--- src/rtl/nfcs_pkg.sv ---
package nfcs_pkg;

  typedef enum logic [3:0] {
    ST_IDLE, ST_UNL1, ST_CMD, ST_PROG, ST_ASEL,
    ST_EUNL0, ST_EUNL1, ST_ECMD, ST_BUSY, ST_CFI
  } seq_state_t;

  localparam logic [2:0] MODE_READ = 3'd0;
  localparam logic [2:0] MODE_ASEL = 3'd1;
  localparam logic [2:0] MODE_QRY  = 3'd2;
  localparam logic [2:0] MODE_PROG = 3'd3;
  localparam logic [2:0] MODE_BUSY = 3'd4;

  // byte-lane shift for a device width in bytes
  function automatic int lane_shift(input int bytes);
    return (bytes >= 4) ? 2 : (bytes == 2) ? 1 : 0;
  endfunction

  // busy window never shorter than the erase walk
  function automatic int busy_cycles(input int setting, input int walk);
    return (setting > walk) ? setting : walk;
  endfunction

endpackage

--- src/rtl/nor_busy_timer.sv ---
module nor_busy_timer #(
  parameter int CW = 8
) (
  input  logic          clk,
  input  logic          rst_n,
  input  logic          load,
  input  logic [CW-1:0] load_val,
  output logic          busy,
  output logic          done
);
  logic [CW-1:0] cnt;

  always_ff @(posedge clk) begin
    if (!rst_n)          cnt <= '0;
    else if (load)       cnt <= load_val;
    else if (cnt != '0)  cnt <= cnt - 1'b1;
  end

  assign busy = (cnt != '0);
  assign done = (cnt == CW'(1)) && !load;

  AST_DONE_THEN_IDLE: assert property (@(posedge clk) disable iff (!rst_n)
    done |=> !busy);

endmodule

--- src/rtl/nor_word_array.sv ---
module nor_word_array #(
  parameter int DW    = 16,
  parameter int WORDS = 64,
  localparam int IW   = $clog2(WORDS),
  localparam int LW   = $clog2(WORDS + 1)
) (
  input  logic          clk,
  input  logic          rst_n,
  input  logic          prog_en,
  input  logic [IW-1:0] prog_idx,
  input  logic [DW-1:0] prog_data,
  input  logic          wipe_start,
  input  logic [IW-1:0] wipe_base,
  input  logic [LW-1:0] wipe_len,
  input  logic [IW-1:0] rd_idx,
  output logic [DW-1:0] rd_data,
  output logic          wipe_active
);
  logic [DW-1:0] mem [WORDS];
  logic [IW-1:0] ptr;
  logic [LW-1:0] left;

  always_ff @(posedge clk) begin
    if (!rst_n) begin
      for (int i = 0; i < WORDS; i++) mem[i] <= '1;
      ptr     <= '0;
      left    <= '0;
      rd_data <= '1;
    end else begin
      if (wipe_start) begin
        ptr  <= wipe_base;
        left <= wipe_len;
      end else if (left != '0) begin
        mem[ptr] <= '1;
        ptr      <= ptr + 1'b1;
        left     <= left - 1'b1;
      end
      if (prog_en) mem[prog_idx] <= mem[prog_idx] & prog_data;
      rd_data <= mem[rd_idx];
    end
  end

  assign wipe_active = (left != '0);

  AST_WIPE_NO_PROG: assert property (@(posedge clk) disable iff (!rst_n)
    wipe_active |-> !prog_en);

endmodule

--- src/rtl/nor_cmd_seq.sv ---
module nor_cmd_seq
  import nfcs_pkg::*;
#(
  parameter int          DEV_BYTES    = 2,
  parameter int          CMD_BITS     = 11,
  parameter int          SECTOR_WORDS = 16,
  parameter int          NUM_SECTORS  = 4,
  parameter logic [10:0] UNLOCK0      = 11'h555,
  parameter logic [10:0] UNLOCK1      = 11'h2AA,
  parameter int          CHIP_BUSY    = 200,
  parameter int          SECTOR_BUSY  = 40,
  localparam int BSH   = lane_shift(DEV_BYTES),
  localparam int DW    = 8 * DEV_BYTES,
  localparam int AW    = CMD_BITS + BSH,
  localparam int WORDS = SECTOR_WORDS * NUM_SECTORS,
  localparam int IW    = $clog2(WORDS)
) (
  input  logic          clk,
  input  logic          rst_n,
  input  logic          wr_en,
  input  logic [AW-1:0] wr_addr,
  input  logic [DW-1:0] wr_data,
  input  logic [IW-1:0] rd_index,
  output logic [DW-1:0] rd_data,
  output logic [2:0]    mode_o,
  output logic          busy_o,
  output logic          bypass_o
);
  localparam int CHIP_CYC = busy_cycles(CHIP_BUSY, WORDS);
  localparam int SECT_CYC = busy_cycles(SECTOR_BUSY, SECTOR_WORDS);
  localparam int TW       = $clog2(CHIP_CYC + 1);
  localparam int LW       = $clog2(WORDS + 1);
  localparam logic [CMD_BITS-1:0] QRY_OFS = CMD_BITS'(8'h55);

  seq_state_t state, nxt_state;
  logic       bypass_q, nxt_bypass;

  // decoded write fields
  logic [CMD_BITS-1:0] wr_word;
  logic [7:0]          cmd_byte;
  logic [IW-1:0]       wr_idx;
  logic                at_u0, at_u1, at_qry;

  assign wr_word  = wr_addr[AW-1:BSH];
  assign cmd_byte = wr_data[7:0];
  assign wr_idx   = wr_word[IW-1:0];
  assign at_u0    = (wr_word == UNLOCK0[CMD_BITS-1:0]);
  assign at_u1    = (wr_word == UNLOCK1[CMD_BITS-1:0]);
  assign at_qry   = (wr_word == QRY_OFS);

  // internal events
  logic          prog_en, wipe_start, wipe_active;
  logic [IW-1:0] wipe_base;
  logic [LW-1:0] wipe_len;
  logic          tmr_load, tmr_busy, tmr_done;
  logic [TW-1:0] tmr_val;

  always_comb begin
    nxt_state  = state;
    nxt_bypass = bypass_q;
    prog_en    = 1'b0;
    wipe_start = 1'b0;
    wipe_base  = '0;
    wipe_len   = '0;
    tmr_load   = 1'b0;
    tmr_val    = '0;
    if (state == ST_BUSY) begin
      if (tmr_done) nxt_state = bypass_q ? ST_CMD : ST_IDLE;
    end else if (wr_en) begin
      if (state != ST_PROG && cmd_byte == 8'hF0) begin
        nxt_state  = ST_IDLE;
        nxt_bypass = 1'b0;
      end else begin
        nxt_state  = ST_IDLE;          // default for any mismatch
        nxt_bypass = 1'b0;
        unique case (state)
          ST_IDLE: begin
            if (at_qry && cmd_byte == 8'h98)      nxt_state = ST_CFI;
            else if (at_u0 && cmd_byte == 8'hAA)  nxt_state = ST_UNL1;
          end
          ST_UNL1:  if (at_u1 && cmd_byte == 8'h55) nxt_state = ST_CMD;
          ST_CMD: begin
            if (bypass_q || at_u0) begin
              nxt_bypass = bypass_q;
              case (cmd_byte)
                8'h20: begin nxt_state = ST_CMD;   nxt_bypass = 1'b1; end
                8'h80:       nxt_state = ST_EUNL0;
                8'h90:       nxt_state = ST_ASEL;
                8'hA0:       nxt_state = ST_PROG;
                default: begin nxt_state = ST_IDLE; nxt_bypass = 1'b0; end
              endcase
            end
          end
          ST_PROG: begin
            prog_en    = 1'b1;
            nxt_bypass = bypass_q;
            nxt_state  = bypass_q ? ST_CMD : ST_IDLE;
          end
          ST_ASEL: begin
            if (!(bypass_q && cmd_byte == 8'h00) && at_qry && cmd_byte == 8'h98) begin
              nxt_state  = ST_CFI;
              nxt_bypass = bypass_q;
            end
          end
          ST_EUNL0: if (at_u0 && cmd_byte == 8'hAA) begin
            nxt_state = ST_EUNL1; nxt_bypass = bypass_q;
          end
          ST_EUNL1: if (at_u1 && cmd_byte == 8'h55) begin
            nxt_state = ST_ECMD; nxt_bypass = bypass_q;
          end
          ST_ECMD: begin
            if (cmd_byte == 8'h10 && at_u0) begin
              nxt_state  = ST_BUSY;
              nxt_bypass = bypass_q;
              wipe_start = 1'b1;
              wipe_len   = LW'(WORDS);
              tmr_load   = 1'b1;
              tmr_val    = TW'(CHIP_CYC);
            end else if (cmd_byte == 8'h30) begin
              nxt_state  = ST_BUSY;
              nxt_bypass = bypass_q;
              wipe_start = 1'b1;
              wipe_base  = wr_idx & ~IW'(SECTOR_WORDS - 1);
              wipe_len   = LW'(SECTOR_WORDS);
              tmr_load   = 1'b1;
              tmr_val    = TW'(SECT_CYC);
            end
          end
          default: ;                      // ST_CFI: any write leaves
        endcase
      end
    end
  end

  always_ff @(posedge clk) begin
    if (!rst_n) begin
      state    <= ST_IDLE;
      bypass_q <= 1'b0;
    end else begin
      state    <= nxt_state;
      bypass_q <= nxt_bypass;
    end
  end

  always_comb begin
    case (state)
      ST_ASEL: mode_o = MODE_ASEL;
      ST_CFI:  mode_o = MODE_QRY;
      ST_PROG: mode_o = MODE_PROG;
      ST_BUSY: mode_o = MODE_BUSY;
      default: mode_o = MODE_READ;
    endcase
  end
  assign busy_o   = (state == ST_BUSY);
  assign bypass_o = bypass_q;

  nor_word_array #(.DW(DW), .WORDS(WORDS)) u_array (
    .clk(clk), .rst_n(rst_n),
    .prog_en(prog_en), .prog_idx(wr_idx), .prog_data(wr_data),
    .wipe_start(wipe_start), .wipe_base(wipe_base), .wipe_len(wipe_len),
    .rd_idx(rd_index), .rd_data(rd_data), .wipe_active(wipe_active)
  );

  nor_busy_timer #(.CW(TW)) u_timer (
    .clk(clk), .rst_n(rst_n), .load(tmr_load), .load_val(tmr_val),
    .busy(tmr_busy), .done(tmr_done)
  );

  // byte-lane bits exist only for wide devices
  generate
    if (BSH > 0) begin : g_lane
      logic [BSH-1:0] lane;
      assign lane = wr_addr[BSH-1:0];
      AST_ALIGNED_WRITE: assert property (@(posedge clk) disable iff (!rst_n)
        wr_en |-> (lane == '0));
    end
  endgenerate

  AST_F0_TO_READ: assert property (@(posedge clk) disable iff (!rst_n)
    (wr_en && cmd_byte == 8'hF0 && state != ST_PROG && state != ST_BUSY)
      |=> (mode_o == MODE_READ && !bypass_o));
  AST_BUSY_HOLDS: assert property (@(posedge clk) disable iff (!rst_n)
    (state == ST_BUSY && !tmr_done) |=> (state == ST_BUSY));
  AST_BUSY_MATCHES_TIMER: assert property (@(posedge clk) disable iff (!rst_n)
    (state == ST_BUSY) |-> tmr_busy);
  AST_WIPE_ONLY_BUSY: assert property (@(posedge clk) disable iff (!rst_n)
    wipe_active |-> (state == ST_BUSY));
  AST_PROG_RETURNS: assert property (@(posedge clk) disable iff (!rst_n)
    prog_en |=> (state == ST_IDLE || state == ST_CMD));
  AST_BYPASS_ENTRY: assert property (@(posedge clk) disable iff (!rst_n)
    $rose(bypass_q) |-> ($past(state) == ST_CMD && $past(cmd_byte) == 8'h20));

endmodule

--- config.mk ---
export PLATFORM = sky130hd
export DESIGN_NAME = nor_cmd_seq
export DESIGN_NICKNAME = d
export VERILOG_FILES = /design/src/rtl/nfcs_pkg.sv /design/src/rtl/nor_busy_timer.sv /design/src/rtl/nor_word_array.sv /design/src/rtl/nor_cmd_seq.sv
export SDC_FILE = /design/constraint.sdc
export NUM_CORES = 2
export LEC_CHECK = 0
export ABC_CLOCK_PERIOD_IN_PS = 5600
export BUFFER_PORTS_ARGS = -buffer_cell sky130_fd_sc_hd__buf_2
export CELL_PAD_IN_SITES_DETAIL_PLACEMENT = 1
export CELL_PAD_IN_SITES_GLOBAL_PLACEMENT = 2
export CORE_UTILIZATION = 45
export CTS_BUF_LIST = sky130_fd_sc_hd__clkbuf_8
export DETAILED_ROUTE_END_ITERATION = 8
export HOLD_SLACK_MARGIN = 0.08
export PLACE_DENSITY = 0.85
export SYNTH_ARGS = -nofsm -noshare
export SYNTH_HDL_FRONTEND = slang
export SYNTH_SLANG_ARGS = --single-unit
export TNS_END_PERCENT = 100
--- constraint.sdc ---
create_clock -name clk -period 5.6 [get_ports clk]
set_clock_uncertainty 0.1 [all_clocks]
set_input_delay 0.28 -clock clk [delete_from_list [all_inputs] [get_ports clk]]
set_output_delay 0.28 -clock clk [all_outputs]
set_load 0.02 [all_outputs]
==> results_dict.tcl <==
set metrics [dict create \
    initial_core_util_pct 45.50 \
    critical_path.max_fanout 12 \
    rows 128 \
    syn_to_final_growth_pct 12.61 \
    first_iter_violations 8072 \
    port_buffers 56 \
    ys_types 82 \
    setup_viol 0 \
    status "complete, no violations" \
    setup_slack_ns 1.154 \
    grt_usage_pct 38.38 \
    nNetsFinal 4453 \
    vias 43880 \
    drive_above_1_share_pct 24.25 \
    power_density_nw_per_um2 290.8 \
    drc 0 \
    vias_per_cell 7.085 \
    critPathLaunchType "flip-flop" \
    ir_drop_uv 270.5 \
    post_cts_buffers 0 \
    power.leakage_nw 16.95 \
    hpwl_mm 158.1 \
    synth_edf_count 1024 \
    ant_nets 0 \
    critical_path_required_ns 6.11 \
    ys_warn_count 0 \
    syn_inst 4261 \
    period_needed_ns 4.446 \
    tns_ns 0 \
    rsz0062_at_grt "no" \
    worstSkewPairLatency_ns 0.95 \
    synth-seq-cells 1066 \
    synthArstFlopShare_pct 0 \
    wire_per_inst_um 39.06 \
    fp.dieW_um 353.5 \
    end_kind "flip-flop" \
    first_pass_iters 7 \
    slew_violations 0 \
    avgSynthCellArea_sq_um 13.05 \
    grt_pass1_wl_mm 335.4 \
    syn-cell-area_sq_um 55610 \
    antenna_found_initial 16 \
    die_area_sq_um 125000 \
    core_sq_um 122200 \
    cts_made_buffers 182 \
    worstMarginPinSlew_ns 1.334 \
    relSlewSlack_pct 10.11 \
    place_congestion 1.060 \
    pre_cts_ws_ns 1.161 \
    ys.flop_type "edfxtp_1" \
    final_cells 6194 \
    tritoncts "built" \
    cts.clk_slew.worst_paths_ns 0.06 \
    htreeDepth 4 \
    cts.sinks 1066 \
    fmax_mhz 224.9 \
    io-pin-count 58 \
    criticalPathCategory "reg -> reg" \
    synthesis.nets 4302 \
    grt_max_degree 88 \
    detail_route.wirelength_mm 241.9 \
    arrival_ns 4.95 \
    dp_cells 5812 \
    fin_crit_sh_pct 79.40 \
    clockRootBuffer "clkbuf_8" \
    grt_pass1_vias 43400 \
    cts_buffer_depth 3 \
    die_h_um 353.5 \
    cap_violations 0 \
    timing.final.hold_violations 0 \
    hold_path_class "in -> reg" \
    seq_area_frac_synth_pct 56.81 \
    grt_overflow 0 \
]
==> worst max-delay path, cell delays in order (launching register included) <==
cell and delay [ns]:
dfxtp_1 0.57, nor4bb_1 0.62, and3_1 0.69, nand3_1 0.74
buf_4 0.46, o221ai_2 0.52, buf_4 0.39
==> what timing repair did <==
| item | 4_1_cts | 5_1_grt |
|---|---|---|
| endpoints found under the setup margin | 0 | 0 |
| hold endpoints to repair | 710 | 0 |
| hold buffers | 41 | 0 |
| gates resized for setup | 0 | 0 |
==> layer usage <==
| layer | vias to the layer above | track usage [%] | share of wire, % |
|---|---|---|---|
| met5 | - | 0.4151 | 0.090 |
| met4 | 14 | 25.03 | 7.9 |
| met3 | 896 | 15.21 | 16 |
| met2 | 3949 | 55.00 | 42 |
| met1 | 22310 | 48.14 | 34 |
| li1 | 16720 | - | - |
==> cell type report <==
cell class                      instances  area, sq um
Sequential cell                      1066        31590
Fill cell                           12190        59580
Inverter                               10        37.54
Antenna cell                            8        20.02
Timing Repair Buffer                  404         3293
Multi-Input combinational cell       2748        22220
Clock inverter                        139        753.2
Tap cell                             1625         2033
Clock buffer                          194         2670
==> registers in the layout, indices dropped and copies added (netlist names) <==
name             flops
u_array.mem       1024
state                4
bypass_o             1
u_array.ptr          6
u_timer.cnt          8
u_array.rd_data     16
u_array.left         7
==> synthesized netlist by cell type, drive strengths merged (51+ instances only) <==
cell type	number	area share, %
mux2i	237	4.3
mux4	343	14
o22ai	61	0.69
nor2	133	0.91
a22oi	88	1.2
edfxtp	1024	55
o21ai	83	0.77
buf	239	2.7
nand2	1133	7.7
mux2	51	1.0
a221oi	87	1.4
o221ai	93	1.5
a21oi	87	0.78
clkbuf	198	1.3
==> path summary, 6_finish.rpt <==
check,startpoint,cells past startpoint,to,slack [ns]
min,rd_index[4],5,u_array.rd_data[13]$_SDFF_PN1_,0.24
min reg2reg,u_array.left[6]$_SDFFE_PN0P_,2,u_array.left[6]$_SDFFE_PN0P_,0.39
max,state[1]$_SDFFE_PN0P_,6,u_array.mem[20][2]$_SDFFCE_PN1P_,1.15
max reg2reg,state[1]$_SDFFE_PN0P_,6,u_array.mem[20][2]$_SDFFCE_PN1P_,1.15
==> cells by family after synthesis <==
logic type / Yosys count / share of synthesized area, %
and+or+nand+nor: 1464 / 10.79
DFF: 1066 / 56.81
AOI/OAI and AO/OA: 637 / 8.778
muxes: 631 / 19.19
buffers and inverters: 447 / 4.147
xor gates and xnor gates: 12 / 0.1890
adders and majority gates: 4 / 0.09001
==> placed cells by master, fill, tap and decap left out, types with 10 or more instances in the layout <==
master | netlist | final
a21oi_1 | 87 | 87
nor2b_1 | 36 | 30
nand2_1 | 1132 | 1132
o221ai_1 | 92 | 29
nor3_1 | 20 | 19
mux4_2 | 343 | 343
a31oi_1 | 10 | 10
nor2_1 | 132 | 129
o221ai_2 | 1 | 64
dlygate4sd3_1 | 0 | 41
nand4_1 | 14 | 14
mux2_2 | 43 | 43
o21ai_0 | 66 | 65
a22o_1 | 22 | 22
clkinv_1 | 0 | 48
inv_1 | 8 | 54
nand3_1 | 42 | 42
o21ai_1 | 14 | 14
a22oi_1 | 88 | 88
buf_12 | 0 | 19
edfxtp_1 | 1024 | 1024
o22ai_1 | 61 | 61
mux2i_1 | 237 | 237
buf_4 | 24 | 290
a211oi_1 | 26 | 26
clkinv_2 | 0 | 21
dfxtp_1 | 42 | 42
a221oi_1 | 85 | 85
clkbuf_8 | 0 | 195
buf_2 | 133 | 48
==> through the flow <==
step	instance area, sq um	hold WS, ns	utilization, %	total power [W]
finish	62620	0.2437	51.25	0.01821
global route	62600	0.2664	51.23	0.01856
CTS	62600	0.1846	51.23	0.01811
detailed placement	58770	0.3878	48.09	0.01137
global placement	58770	0.3741	48.09	0.01134
floorplan	55610	0.2910	-	0.01038
==> where the power goes <==
group          internal, W  switching [W]  leakage [nW]  total (W)
combinational     0.000666        0.00181          7.53    0.00247
clock              0.00340        0.00347          1.92    0.00687
sequential         0.00880      0.0000664          7.50    0.00887
Note: power is estimated with default switching activity, not from simulation.
